### src/rtl/txn_pkg.sv
package txn_pkg;
  typedef enum logic [1:0] {ST_IDLE, ST_ACTIVE, ST_DRAIN} txn_state_e;

  typedef enum logic [2:0] {
    CAUSE_NONE     = 3'd0,
    CAUSE_CONFLICT = 3'd1,
    CAUSE_CAPACITY = 3'd2,
    CAUSE_TRAP     = 3'd3,
    CAUSE_XLAT     = 3'd4,
    CAUSE_CTI      = 3'd5,
    CAUSE_SW       = 3'd6
  } txn_cause_e;
endpackage

### src/rtl/txn_set.sv
// Associative list of line addresses: dedup insert, snoop lookup, indexed read.
module txn_set #(
  parameter int unsigned DEPTH = 32,
  parameter int unsigned AW    = 26,
  localparam int unsigned CW   = $clog2(DEPTH + 1),
  localparam int unsigned IW   = $clog2(DEPTH)
) (
  input  logic          clk_i,
  input  logic          rst_ni,
  input  logic          clr_i,
  input  logic          ins_i,
  input  logic [AW-1:0] ins_addr_i,
  input  logic [AW-1:0] look_addr_i,
  input  logic [CW-1:0] cap_i,
  input  logic [IW-1:0] rd_idx_i,
  output logic          ins_hit_o,
  output logic          look_hit_o,
  output logic          full_o,
  output logic [CW-1:0] cnt_o,
  output logic [AW-1:0] rd_addr_o
);
  logic [AW-1:0]    ent_q [DEPTH];
  logic [CW-1:0]    cnt_q;
  logic [DEPTH-1:0] hit_ins, hit_look;

  for (genvar g = 0; g < DEPTH; g++) begin : g_ent
    logic vld;
    assign vld         = CW'(g) < cnt_q;
    assign hit_ins[g]  = vld && (ent_q[g] == ins_addr_i);
    assign hit_look[g] = vld && (ent_q[g] == look_addr_i);
  end

  assign ins_hit_o  = |hit_ins;
  assign look_hit_o = |hit_look;
  assign full_o     = cnt_q >= cap_i;
  assign cnt_o      = cnt_q;
  assign rd_addr_o  = ent_q[rd_idx_i];

  logic do_ins;
  assign do_ins = ins_i && !ins_hit_o && !full_o && !clr_i;

  always_ff @(posedge clk_i or negedge rst_ni) begin
    if (!rst_ni)     cnt_q <= '0;
    else if (clr_i)  cnt_q <= '0;
    else if (do_ins) cnt_q <= cnt_q + CW'(1);
  end

  always_ff @(posedge clk_i) begin
    if (do_ins) ent_q[cnt_q[IW-1:0]] <= ins_addr_i;
  end
endmodule

### src/rtl/txn_cause_sel.sv
// Fixed-priority abort cause encoder.
module txn_cause_sel
  import txn_pkg::*;
(
  input  logic       trap_i,
  input  logic       xlat_i,
  input  logic       cti_i,
  input  logic       conflict_i,
  input  logic       sw_i,
  input  logic       capacity_i,
  output logic       abort_o,
  output txn_cause_e cause_o
);
  always_comb begin
    if (trap_i)          cause_o = CAUSE_TRAP;
    else if (xlat_i)     cause_o = CAUSE_XLAT;
    else if (cti_i)      cause_o = CAUSE_CTI;
    else if (conflict_i) cause_o = CAUSE_CONFLICT;
    else if (sw_i)       cause_o = CAUSE_SW;
    else if (capacity_i) cause_o = CAUSE_CAPACITY;
    else                 cause_o = CAUSE_NONE;
  end
  assign abort_o = trap_i | xlat_i | cti_i | conflict_i | sw_i | capacity_i;
endmodule

### src/rtl/txn_track_ctrl.sv
module txn_track_ctrl
  import txn_pkg::*;
#(
  parameter int unsigned LINE_AW  = 26,
  parameter int unsigned PC_W     = 32,
  parameter int unsigned WR_BIG   = 32,
  parameter int unsigned WR_SMALL = 16,
  parameter int unsigned RD_DEPTH = 8,
  parameter int unsigned NEST_W   = 3
) (
  input  logic               clk_i,
  input  logic               rst_ni,
  input  logic               big_buf_i,
  input  logic               begin_i,
  input  logic [PC_W-1:0]    fail_pc_i,
  input  logic               commit_i,
  input  logic               abort_i,
  input  logic               ld_valid_i,
  input  logic               st_valid_i,
  input  logic [LINE_AW-1:0] line_addr_i,
  input  logic               snoop_inv_i,
  input  logic [LINE_AW-1:0] snoop_addr_i,
  input  logic               trap_i,
  input  logic               tlb_miss_i,
  input  logic               mispred_i,
  input  logic               wb_ready_i,
  output logic               active_o,
  output logic [NEST_W-1:0]  depth_o,
  output logic               redirect_o,
  output logic [PC_W-1:0]    redirect_pc_o,
  output logic [2:0]         cause_o,
  output logic               wb_valid_o,
  output logic [LINE_AW-1:0] wb_addr_o,
  output logic               done_o
);
  localparam int unsigned WCW = $clog2(WR_BIG + 1);
  localparam int unsigned WIW = $clog2(WR_BIG);
  localparam int unsigned RCW = $clog2(RD_DEPTH + 1);
  localparam int unsigned RIW = $clog2(RD_DEPTH);

  txn_state_e        state_q;
  txn_cause_e        cause_q, sel_cause;
  logic [NEST_W-1:0] depth_q;
  logic [PC_W-1:0]   fail_pc_q;
  logic              redirect_q, done_q;
  logic [WIW-1:0]    drain_idx_q;

  logic is_idle, is_act, is_drain;
  assign is_idle  = state_q == ST_IDLE;
  assign is_act   = state_q == ST_ACTIVE;
  assign is_drain = state_q == ST_DRAIN;

  logic               rs_ins_hit, rs_look_hit, rs_full;
  logic [RCW-1:0]     rs_cnt_unused;
  logic [LINE_AW-1:0] rs_addr_unused;
  logic               ws_ins_hit, ws_look_hit, ws_full;
  logic [WCW-1:0]     ws_cnt, ws_cap;
  logic [LINE_AW-1:0] ws_rd_addr;

  logic abort_now, conflict, cap_ev, rs_ins, ws_ins, ws_new, set_clr, drain_last;

  assign ws_cap   = big_buf_i ? WCW'(WR_BIG) : WCW'(WR_SMALL);
  assign conflict = is_act && snoop_inv_i && (rs_look_hit || ws_look_hit);
  assign cap_ev   = is_act && ((ld_valid_i && !rs_ins_hit && rs_full) ||
                               (st_valid_i && !ws_ins_hit && ws_full));

  txn_cause_sel u_cause (
    .trap_i     (is_act && trap_i),
    .xlat_i     (is_act && tlb_miss_i),
    .cti_i      (is_act && mispred_i),
    .conflict_i (conflict),
    .sw_i       (is_act && abort_i),
    .capacity_i (cap_ev),
    .abort_o    (abort_now),
    .cause_o    (sel_cause)
  );

  assign rs_ins     = is_act && ld_valid_i && !abort_now;
  assign ws_ins     = is_act && st_valid_i && !abort_now;
  assign ws_new     = ws_ins && !ws_ins_hit;
  assign drain_last = (WCW'(drain_idx_q) + WCW'(1)) == ws_cnt;
  assign set_clr    = (is_idle && begin_i) || abort_now ||
                      (is_drain && wb_ready_i && drain_last);

  txn_set #(.DEPTH(RD_DEPTH), .AW(LINE_AW)) u_rd_set (
    .clk_i, .rst_ni,
    .clr_i       (set_clr),
    .ins_i       (rs_ins),
    .ins_addr_i  (line_addr_i),
    .look_addr_i (snoop_addr_i),
    .cap_i       (RCW'(RD_DEPTH)),
    .rd_idx_i    ({RIW{1'b0}}),
    .ins_hit_o   (rs_ins_hit),
    .look_hit_o  (rs_look_hit),
    .full_o      (rs_full),
    .cnt_o       (rs_cnt_unused),
    .rd_addr_o   (rs_addr_unused)
  );

  txn_set #(.DEPTH(WR_BIG), .AW(LINE_AW)) u_wr_set (
    .clk_i, .rst_ni,
    .clr_i       (set_clr),
    .ins_i       (ws_ins),
    .ins_addr_i  (line_addr_i),
    .look_addr_i (snoop_addr_i),
    .cap_i       (ws_cap),
    .rd_idx_i    (drain_idx_q),
    .ins_hit_o   (ws_ins_hit),
    .look_hit_o  (ws_look_hit),
    .full_o      (ws_full),
    .cnt_o       (ws_cnt),
    .rd_addr_o   (ws_rd_addr)
  );

  always_ff @(posedge clk_i or negedge rst_ni) begin
    if (!rst_ni) begin
      state_q     <= ST_IDLE;
      cause_q     <= CAUSE_NONE;
      depth_q     <= '0;
      fail_pc_q   <= '0;
      redirect_q  <= 1'b0;
      done_q      <= 1'b0;
      drain_idx_q <= '0;
    end else begin
      redirect_q <= 1'b0;
      done_q     <= 1'b0;
      unique case (state_q)
        ST_IDLE: if (begin_i) begin
          state_q   <= ST_ACTIVE;
          depth_q   <= NEST_W'(1);
          fail_pc_q <= fail_pc_i;
          cause_q   <= CAUSE_NONE;
        end
        ST_ACTIVE: begin
          if (abort_now) begin
            state_q    <= ST_IDLE;
            depth_q    <= '0;
            redirect_q <= 1'b1;
            cause_q    <= sel_cause;
          end else if (commit_i && !begin_i) begin
            if (depth_q > NEST_W'(1)) begin
              depth_q <= depth_q - NEST_W'(1);
            end else begin
              depth_q <= '0;
              // a store in the commit cycle is still logged and drained
              if (ws_cnt != '0 || ws_new) begin
                state_q     <= ST_DRAIN;
                drain_idx_q <= '0;
              end else begin
                state_q <= ST_IDLE;
                done_q  <= 1'b1;
              end
            end
          end else if (begin_i && !commit_i && depth_q != '1) begin
            depth_q <= depth_q + NEST_W'(1);
          end
        end
        ST_DRAIN: if (wb_ready_i) begin
          if (drain_last) begin
            state_q <= ST_IDLE;
            done_q  <= 1'b1;
          end else begin
            drain_idx_q <= drain_idx_q + WIW'(1);
          end
        end
        default: state_q <= ST_IDLE;
      endcase
    end
  end

  assign active_o      = is_act;
  assign depth_o       = depth_q;
  assign redirect_o    = redirect_q;
  assign redirect_pc_o = fail_pc_q;
  assign cause_o       = cause_q;
  assign wb_valid_o    = is_drain;
  assign wb_addr_o     = ws_rd_addr;
  assign done_o        = done_q;
endmodule

### config.mk
export PLATFORM = sky130hd
export DESIGN_NAME = txn_track_ctrl
export DESIGN_NICKNAME = d
export VERILOG_FILES = /design/src/rtl/txn_pkg.sv /design/src/rtl/txn_set.sv /design/src/rtl/txn_cause_sel.sv /design/src/rtl/txn_track_ctrl.sv
export SDC_FILE = /design/constraint.sdc
export NUM_CORES = 2
export LEC_CHECK = 0
export CORE_ASPECT_RATIO = 0.9
export CORE_MARGIN = 1.5
export CORE_UTILIZATION = 53
export DETAILED_ROUTE_END_ITERATION = 8
export PLACE_DENSITY_LB_ADDON = 0.25
export SETUP_SLACK_MARGIN = 0.15
export SLEW_MARGIN = 25
export SYNTH_ARGS = -nofsm -noshare
export SYNTH_HDL_FRONTEND = slang
export SYNTH_SLANG_ARGS = --single-unit
### constraint.sdc
create_clock -name clk_i -period 14.2 [get_ports clk_i]
set_clock_uncertainty 0.2 [all_clocks]
set_input_delay 1.42 -clock clk_i [delete_from_list [all_inputs] [get_ports clk_i]]
set_output_delay 1.42 -clock clk_i [all_outputs]
set_load 0.02 [all_outputs]
==> impl_metrics.py <==
metrics = {
    "outcome": {
        "status": "complete, no violations",
    },
    "placed_design": {
        "numPortBuffers": 164,
        "hpwl_um": 193000,
        "pre_cts_ws_ns": 6.71,
        "gp_congestion": 1.07,
    },
    "critical_path": {
        "startpoint_type": "flop",
        "rr_endpoint": "u_rd_set.ent_q[5][5]",
        "crit_type": "reg2out",
        "critical_path.startpoint": "drain_idx_q[0]",
        "critPathRequiredTime_ns": 12.58,
        "crit_path_end_kind": "output port",
        "r2r_setup_slack_ns": 7.91,
        "worstPathArrival_ns": 6.42,
        "reg2reg_from": "u_wr_set.cnt_o[2]",
        "crit_fanout": 115,
        "rr_worst_depth": 10,
    },
    "worst_hold_path": {
        "min_from": "redirect_pc_o[15]",
        "holdPathStages": 1,
        "hold_end": "redirect_pc_o[15]",
        "holdCritPathClass": "reg2reg",
    },
    "clock_tree": {
        "clkSinkCount": 1097,
        "path_clk_slew_ns": 0.06,
        "root_buffer": "clkbuf_16",
        "cts_made_buffers": 119,
        "cts_tree": "built",
        "clock_latency_ns": 0.79,
        "clockBufferDepth": 3,
        "postCtsSetupBuffers": 0,
        "cts_resized": 0,
        "cts-htree-levels": 3,
        "cts_hold_buf": 0,
    },
    "pwr": {
        "pwr-share-seq_pct": 38.5,
        "power.share.clock_pct": 34.1,
        "vdd_ir_drop_max_mv": 0.120,
        "net-switching-power_mw": 3.28,
        "p_comb_share_pct": 27.4,
        "p_per_area_nw_per_um2": 130,
        "intPower_mw": 6.18,
        "switching_share_pct": 34.7,
        "p_total_mw": 9.46,
        "p_leak_nw": 23.9,
    },
    "logic_synthesis": {
        "synth_cell_type_count": 77,
        "synth_top_area_cell": "edfxtp_1",
        "synth_nets": 5354,
        "yosysSeqAreaShare_pct": 48.9,
        "netlist_area_um2": 66700,
        "ys_warn_count": 0,
        "synth_cells": 5239,
        "synth_common_cells": "xor2_1 (1621), edfxtp_1 (1040), xnor2_1 (471), nor4_1 (400), mux2i_1 (209)",
        "yosysMostFrequentCell": "xor2_1",
        "ys_top_cells_by_area": "edfxtp_1 (47%), xor2_1 (21%), xnor2_1 (6.2%)",
        "synth_seq_cells": 1097,
        "syn_area_per_cell_um2": 12.7,
        "synth_edf_count": 1040,
        "synthArstFlopShare_pct": 5.20,
        "synth_ff_type": "edfxtp_1",
        "synth_top_area_share_pct": 46.8,
    },
    "timing": {
        "hold_viol": 0,
        "fmax_mhz": 124,
        "worst_pin_slew_ns": 1.20,
        "maxSlewHeadroom_pct": 19.3,
        "drv_slew": 0,
        "rsz0062_at_grt": "no",
        "final-setup-viol-count": 0,
        "period_minus_slack_ns": 8.04,
        "fin_setup_tns_ns": 0,
        "setup_slack_ns": 6.16,
        "holdWs_ns": 0.302,
        "period_share_pct": 56.6,
    },
    "routing": {
        "drtIter0Drc": 9656,
        "first_pass_iters": 8,
        "wl_per_cell_um": 40.8,
        "dr_total_vias": 50300,
        "remaining_drc_errors": 0,
        "wirelength_um": 289000,
        "final_antenna_net_count": 0,
        "via_per_inst": 7.10,
    },
    "global_routing": {
        "grt.total_usage_pct": 44.2,
        "antenna_found_initial": 14,
        "grt_max_degree": 116,
        "overflow": 0,
        "grt_pass1_vias": 46900,
        "grt_first_pass_wirelength_um": 389000,
    },
    "layout": {
        "drive_above_1_share_pct": 10.8,
        "post-route-util_pct": 58.5,
        "nFillCells": 10200,
        "nets": 5403,
        "area_growth_pct": 9.47,
    },
    "floorplan": {
        "rows": 123,
        "die_area_um2": 128000,
        "die_y_um": 340,
        "start_util_pct": 53.4,
        "io_pins": 165,
        "die_w_um": 377,
        "core_um2": 125000,
    },
    "job": {
        "maxCapViolCount": 0,
    },
}
-- worst max path at each step --
| stage | to | slack, ns | cells past startpoint |
|---|---|---|---|
| global placement | u_rd_set.ent_q[5][0] | 6.70 | 11 |
| CTS | wb_addr_o[1] | 6.40 | 7 |
| finish | wb_addr_o[1] | 6.16 | 7 |
| detailed placement | u_rd_set.ent_q[5][20] | 6.71 | 11 |
| floorplan | u_wr_set.ent_q[27][0] | 7.96 | 15 |
| global route | wb_addr_o[1] | 6.11 | 7 |
-- logic make-up (layout without fill, tap and decap cells) --
family	count (synthesis)	after routing	share of synthesized area, %
xor+xnor	2092	2092	27.5
buf+inv	402	556	4.04
other cells	0	3	0
simple gates	922	922	8.09
mux	346	346	7.20
flops	1097	1097	48.9
compound gates	362	362	3.96
fa+ha+maj	18	18	0.337
-- area by class of cell --
| cell class | count | area (um^2) | share of cell area, % |
|---|---|---|---|
| clock inverter | 73 | 771 | 1.05 |
| inverter | 25 | 93.8 | 0.128 |
| clock buffer | 153 | 3220 | 4.41 |
| antenna | 3 | 7.51 | 0.0103 |
| timing repair buffer | 305 | 2650 | 3.63 |
| multi-input combinational | 3740 | 31500 | 43.2 |
| tap | 1687 | 2110 | 2.89 |
| sequential | 1097 | 32700 | 44.7 |
-- critical path, stage by stage (launching register included) --
cell and delay [ns]:
dfrtp_4 0.99, buf_12 0.68, buf_4 0.85, mux2i_1 0.29, o221ai_1 0.66, o22ai_1 0.19, o31ai_1 0.94, clkdlybuf4s50_1 0.77
-- stage by stage --
stage / std cells / area (um^2)
2_1_floorplan: 5239 / 66700
3_3_place_gp: 6854 / 69000
3_5_place_dp: 6854 / 69100
4_1_cts: 7080 / 73100
5_1_grt: 7080 / 73100
6_report: 7083 / 73100
-- sequential cells by signal, summed over array words and instances (netlist names), 3 cells and up --
register,flops
u_wr_set.ent_q,832
u_rd_set.ent_q,208
redirect_pc_o,32
u_wr_set.cnt_o,6
drain_idx_q,5
u_rd_set.cnt_o,4
cause_o,3
depth_o,3
-- per-layer routing --
layer / vias up / GRT usage [%] / wire length (um)
li1: 19400 / - / -
met1: 25100 / 60.2 / 106000
met2: 4840 / 59.2 / 114000
met3: 1016 / 18.1 / 48100
met4: 20 / 24.7 / 20400
met5: - / 0 / 125
-- power groups by stage --
| stage | clock [mW] | combinational [mW] | sequential (mW) |
|---|---|---|---|
| floorplan | 0 | 1.24 | 3.77 |
| global placement | 0 | 2.44 | 3.71 |
| detailed placement | 0 | 2.45 | 3.71 |
| CTS | 3.23 | 2.46 | 3.64 |
| global route | 3.34 | 2.60 | 3.65 |
| finish | 3.23 | 2.59 | 3.64 |
-- placed cells by master (no fill, tap or decap), types with 14 or more instances in the layout --
cell type           n
nor2_1             41
nor4_1            396
mux2i_1           209
o22ai_1            75
clkinv_1           16
nand2_1            73
clkbuf_16         122
clkbuf_1           26
dfrtp_1            54
o221ai_1          106
nor2_2             27
or4_1              14
clkinv_2           25
buf_4             186
nand3_1            69
inv_1              22
nand4_1           189
o31ai_1            27
mux2_2             32
ha_1               18
clkdlybuf4s50_1   111
edfxtp_1         1040
a21oi_1            68
nor3_1             52
xnor2_1           471
mux4_2            104
xor2_1           1621
Note: power is estimated with default switching activity, not from simulation.
